`config.mk`:
```
export PLATFORM = sky130hd
export DESIGN_NAME = seqchk_top
export DESIGN_NICKNAME = d
export VERILOG_FILES = /design/src/rtl/seqchk_pkg.sv /design/src/rtl/seqchk_next.sv /design/src/rtl/seqchk_seg7.sv /design/src/rtl/seqchk_top.sv
export SDC_FILE = /design/constraint.sdc
export NUM_CORES = 1
export LEC_CHECK = 0
export BUFFER_PORTS_ARGS = -buffer_cell sky130_fd_sc_hd__buf_2
export CORE_AREA = 2 2 39 41
export DETAILED_ROUTE_END_ITERATION = 10
export DIE_AREA = 0 0 41 43
export PLACE_DENSITY_LB_ADDON = 0.1
export SLEW_MARGIN = 0
export SYNTH_ARGS = -nofsm -noshare
export SYNTH_HDL_FRONTEND = slang
export SYNTH_SLANG_ARGS = --single-unit
```
`constraint.sdc`:
```
create_clock -name clk_i -period 2.77 [get_ports clk_i]
set_input_delay 0.554 -clock clk_i [delete_from_list [all_inputs] [get_ports clk_i]]
set_output_delay 0.554 -clock clk_i [all_outputs]
set_load 0.03 [all_outputs]
```
`src/rtl/seqchk_pkg.sv`:
```
package seqchk_pkg;

    localparam int CODE_LEN = 8;
    localparam int SEG_W    = 7;

    typedef enum logic [3:0] {
        S_IDLE = 4'd0,
        S_B1   = 4'd1,
        S_B2   = 4'd2,
        S_B3   = 4'd3,
        S_B4   = 4'd4,
        S_B5   = 4'd5,
        S_B6   = 4'd6,
        S_B7   = 4'd7,
        S_HIT  = 4'd8
    } seq_state_e;

    // active-high glyphs, bit order g f e d c b a
    localparam logic [SEG_W-1:0] GLYPH_ZERO = 7'b0111111;
    localparam logic [SEG_W-1:0] GLYPH_ONE  = 7'b0000110;

endpackage

```
`src/rtl/seqchk_next.sv`:
```
module seqchk_next
    import seqchk_pkg::*;
#(
    parameter logic [CODE_LEN-1:0] CODE = 8'b11001000
) (
    input  seq_state_e cur_i,
    input  logic       valid_i,
    input  logic       bit_i,
    output seq_state_e nxt_o
);

    // expected bit for each prefix length, first code bit is the MSB
    logic [CODE_LEN-1:0] want;

    genvar gi;
    generate
        for (gi = 0; gi < CODE_LEN; gi++) begin : g_want
            assign want[gi] = CODE[CODE_LEN-1-gi];
        end
    endgenerate

    always_comb begin
        nxt_o = cur_i;
        unique case (cur_i)
            S_IDLE: if (valid_i) nxt_o = (bit_i == want[0]) ? S_B1  : S_IDLE;
            S_B1:   if (valid_i) nxt_o = (bit_i == want[1]) ? S_B2  : S_IDLE;
            S_B2:   if (valid_i) nxt_o = (bit_i == want[2]) ? S_B3  : S_IDLE;
            S_B3:   if (valid_i) nxt_o = (bit_i == want[3]) ? S_B4  : S_IDLE;
            S_B4:   if (valid_i) nxt_o = (bit_i == want[4]) ? S_B5  : S_IDLE;
            S_B5:   if (valid_i) nxt_o = (bit_i == want[5]) ? S_B6  : S_IDLE;
            S_B6:   if (valid_i) nxt_o = (bit_i == want[6]) ? S_B7  : S_IDLE;
            S_B7:   if (valid_i) nxt_o = (bit_i == want[7]) ? S_HIT : S_IDLE;
            // a fresh attempt starts with the bit after a full match
            S_HIT:  if (valid_i) nxt_o = (bit_i == want[0]) ? S_B1  : S_IDLE;
            default: nxt_o = S_IDLE;
        endcase
    end

endmodule

```
`src/rtl/seqchk_seg7.sv`:
```
module seqchk_seg7
    import seqchk_pkg::*;
(
    input  logic [3:0]       digit_i,
    output logic [SEG_W-1:0] seg_o
);

    always_comb begin
        unique case (digit_i)
            4'd0:    seg_o = GLYPH_ZERO;
            4'd1:    seg_o = GLYPH_ONE;
            4'd2:    seg_o = 7'b1011011;
            4'd3:    seg_o = 7'b1001111;
            4'd4:    seg_o = 7'b1100110;
            4'd5:    seg_o = 7'b1101101;
            4'd6:    seg_o = 7'b1111101;
            4'd7:    seg_o = 7'b0000111;
            4'd8:    seg_o = 7'b1111111;
            4'd9:    seg_o = 7'b1101111;
            default: seg_o = 7'b1000000;
        endcase
    end

endmodule

```
`src/rtl/seqchk_top.sv`:
```
module seqchk_top
    import seqchk_pkg::*;
#(
    parameter logic [CODE_LEN-1:0] CODE = 8'b11001000
) (
    input  logic             clk_i,
    input  logic             rst_ni,
    input  logic             bit_i,
    input  logic             valid_i,
    output logic [SEG_W-1:0] seg_o,
    output logic             match_o
);

    seq_state_e state_q;
    seq_state_e state_d;
    logic [3:0] digit;

    seqchk_next #(
        .CODE (CODE)
    ) u_next (
        .cur_i   (state_q),
        .valid_i (valid_i),
        .bit_i   (bit_i),
        .nxt_o   (state_d)
    );

    // state register
    always_ff @(posedge clk_i or negedge rst_ni) begin
        if (!rst_ni) begin
            state_q <= S_IDLE;
        end else begin
            state_q <= state_d;
        end
    end

    // Moore outputs
    always_comb begin
        unique case (state_q)
            S_HIT: begin
                match_o = 1'b1;
                digit   = 4'd1;
            end
            default: begin
                match_o = 1'b0;
                digit   = 4'd0;
            end
        endcase
    end

    seqchk_seg7 u_seg (
        .digit_i (digit),
        .seg_o   (seg_o)
    );

endmodule

```
Yosys cells after proc, flatten, opt, wreduce, memory -nomap -nowiden
Memories as Yosys holds them, arrays and structs flattened.
Index checks and enable logic that the tools add are counted.
- register bits after elaboration: 4
- bits in latches: 0
- RAM bits: 0
- ROM bits: 112
- bits of input ports: 4
- memories: 1
- add/sub/neg operators: 0
- multiply operators: 0
- div/mod/pow operators: 0
- $lt $le $gt $ge: 0
- equality and inequality tests: 16
- shifts and indexed selects: 0
- muxes and demuxes: 19
- bitwise gates (word level): 0
- reductions and logical operators: 3
- memory list (name ; depth ; bits a word ; rd ports ; clocked after Yosys merged registers in ; write ports ; RTL line ; text):
    (no name shown) ; 16 ; 7 ; 1 ; 0 ; 0 ; seqchk_seg7.sv:9 ; unique case (digit_i)
- operators with widths (cell ; count):
    4-bit 2-to-1 mux ; 9
    4-bit case mux with 8 select lines ; 1
    4-bit by 3-bit equality test with 1-bit output (second input constant) ; 4
    2-bit != test (second input constant) ; 7
    3-bit 2-to-1 mux ; 4
    4-bit by 2-bit equality test with 1-bit output (second input constant) ; 2
    8-bit AND reduction ; 1
    4-bit by 1-bit equality test with 1-bit output (second input constant) ; 1
    4-bit equality test (second input constant) ; 1
    4-bit zero test ; 1
    2-bit 2-to-1 mux ; 2
    1-bit 2-to-1 mux ; 3
    2-bit by 1-bit != test with 1-bit output (second input constant) ; 1
    2-bit OR reduction ; 1

Longest topological paths before layout
- word-level depth: 4
- depth in mapped cells: 4
- mapped depth without buffers: 3

Modules after synthesis
A second synthesis with hierarchy kept.
- cell total of the unflattened synthesis: 59
- area total of the unflattened synthesis: 490.5 um^2
- by module, submodules not included (module ; instances ; cells an instance ; area each (um^2)):
    seqchk_seg7 ; 1 ; 29 ; 225.2
    seqchk_next ; 1 ; 24 ; 146.4
    seqchk_top ; 1 ; 6 ; 118.9

Worst setup path after synthesis
No wires, ideal clock.
- path type: register -> output
- start: register state_q[0]
- end: output port seg_o[3]
- arrival: 1.878 ns
- required time: 2.216 ns
- setup slack: 0.338 ns
- stages on the path, launching flop included: 5
- path buffers: 2
- cells stage by stage: dfrtp_1 > buf_4 > nor4b_2 > inv_1 > buf_4
- cells in the longest elaborated chain, start to end: 3
- RTL lines (item ; RTL line ; text):
    start: declaration ; seqchk_top.sv:14 ; seq_state_e state_q;
    start signal: assignment ; seqchk_top.sv:32 ; state_q <= state_d;
    4-bit equality test ; seqchk_top.sv:38 ; unique case (state_q)
    1-bit 2-to-1 mux ; seqchk_top.sv:38 ;
    memory read 16 x 7 bit ; -- ;
    end: declaration ; seqchk_top.sv:10 ; output logic [SEG_W-1:0] seg_o,
Every way passes these cells.

Worst setup path after layout
- start: register state_q[1]
- end: output port seg_o[0]
Same word-level chain as after synthesis.

==> flow_metrics.tcl <==
set metrics [dict create \
    status "completed" \
    skew_ps 3.450 \
    fp.coreArea_um2 1384 \
    r2r_cells 3 \
    critical-path-slowest-cell "dfrtp_1" \
    diodes 0 \
    grt_first_pass_wirelength_um 1110 \
    grt_util_met1 0.1262 \
    max_freq_ghz 0.5149 \
    drc_errors 0 \
    io_pins 12 \
    grt.total_usage 0.09457 \
    ys_seq_area_frac 0.3065 \
    row_count 14 \
    top_usage_layer "met1" \
    nets 49 \
    endpoint_kind "output port" \
    dr.first_iter.drc_count 0 \
    cts_tree "done" \
    viasPerCell 4.627 \
    syn_area_per_cell_um2 8.594 \
    clock_path_buffers 2 \
    largest_reg_flops 4 \
    largest_registers "state_q: 4 flops" \
    wl_um 616 \
    die_width_um 41 \
    crit_path_cell_trace "nor4b_2 -> inv_1 -> buf_2" \
    rsz0062_at_grt "false" \
    cp.arrival_ps 1390 \
    drive_above_1_share 0.3023 \
    overflow 0 \
    crit_fanout 8 \
    wl_per_cell_um 10.44 \
    slew_viol_final 0 \
    die_h_um 43 \
    period_share 0.7011 \
    max_stage_delay_ps 460 \
    synth_area_leaders "dfrtp_1, buf_4, a21oi_1" \
    required_ps 2220 \
    synth_seq_cells 4 \
    mostFrequentLayoutCells "buf_2, inv_1, a21oi_1, dfrtp_1" \
    worstHoldPathType "in2async" \
    dr.pass1.iters 1 \
    antenna_left 0 \
    port_buffers 8 \
    gr-usage-met3 0.04712 \
    dpl.hpwl_um 506.1 \
    antenna_found_initial 0 \
    met2_usage 0.1250 \
    hold_violations 0 \
    worst_ir_drop_vdd_mv 0.4521 \
    die_area_um2 1763 \
    power_density_nw_per_um2 790.3 \
    yosys_warnings 0 \
    r2r_slack_ps 1540 \
    synth_area_leader_cell "dfrtp_1" \
    grt_max_degree 10 \
    htree_num_levels 1 \
    synthDistinctLibCells 20 \
    clkSinkCount 4 \
    synthCells 38 \
    cts_buffers 3 \
    r2r_end "state_q[2]" \
    drv_cap 0 \
    path_class "reg2out" \
    via_count 273 \
    p_leak_nw 0.1548 \
    synth_area_um2 326.6 \
    start_util 0.2360 \
    insertion_delay_ps 230 \
    gp_congestion 0.7456 \
    setup_tns_ps 0 \
    post-cts-setup-buffers 0 \
    cts.repair.resized 0 \
    first_global_vias 258 \
    area_growth_pct 10.35 \
    cts_hold_buffers 0 \
    period_needed_ps 1942 \
    setup_viol 0 \
    root_buffer "clkbuf_4" \
    critPathLaunchType "flop" \
    mostFrequentLayoutCell "buf_2" \
    clkTransAtPathRegs_ps 40 \
    finalPower_mw 0.2848 \
    regMostFlops "state_q" \
    r2r_start "state_q[2]" \
    synth_top_area_frac 0.3065 \
    cp-startpoint "state_q[1]" \
]
worst max path at each step:
stage          endpoint  depth (start not counted)
5_1_grt        seg_o[3]                          3
2_1_floorplan  seg_o[3]                          4
4_1_cts        seg_o[0]                          3
3_3_place_gp   seg_o[3]                          3
6_report       seg_o[0]                          3
3_5_place_dp   seg_o[0]                          3
metal layers:
metal  up-vias  routed length (um)  share of wire
li1        134                   -              -
met1       133                 249           0.40
met2         6                 332           0.54
met3         0                  34          0.055
met4         0                   0              0
met5         -                   0              0
final cells by class:
cell class,count,area (um^2)
clock buffers,3,22.52
fillers,163,1023
inverters,4,15.01
multi-input cells,24,162.7
flip-flops and latches,4,100.1
well taps,16,20.02
repair buffers,8,40.04
worst max-delay path, delay by kind of cell (launching register included):
family,cells,cell delay [ps]
buffers and inverters,2,320
AND/OR/NAND/NOR,1,380
flip-flops,1,460
Yosys cell counts:
cell,number
nand3b_1,1
o41ai_1,1
nand3_1,2
inv_1,4
dfrtp_1,4
nor2_1,1
nor3b_1,2
a21oi_1,4
mux2i_1,1
a22o_1,1
o22ai_1,1
buf_4,7
nand2b_1,1
o31ai_1,1
nor4b_2,1
a311o_1,1
nand2_1,1
conb_1,2
nand2b_4,1
o21ai_0,1
stage by stage:
stage	utilization	hold WS, ps	area [um^2]	cells	worst slack (ps)
after detailed placement	0.2441	363.0	337.8	56	1045
after CTS	0.2604	111.9	360.3	59	791.7
after global routing	0.2604	110.0	360.3	59	711.5
after floorplan	-	258.4	330.3	39	337.6
final	0.2604	118.9	360.3	59	827.8
after global placement	0.2441	361.9	337.8	56	1109
where the power goes:
part / switching, mW / internal (mW)
Sequential: 0.0436 / 0.0774
Clock: 0.0212 / 0.0482
Combinational: 0.0421 / 0.0523
kinds of logic (layout without fill, tap and decap cells):
group	after synthesis	count (layout)	share of synthesized area
multiplexers	1	1	0.03065
buffers and inverters	11	15	0.2069
flip-flops	4	4	0.3065
other	2	3	0.02300
AO/OA/AOI/OAI	10	10	0.2031
AND/OR/NAND/NOR	10	10	0.2298
(Power assumes the default switching activity.)
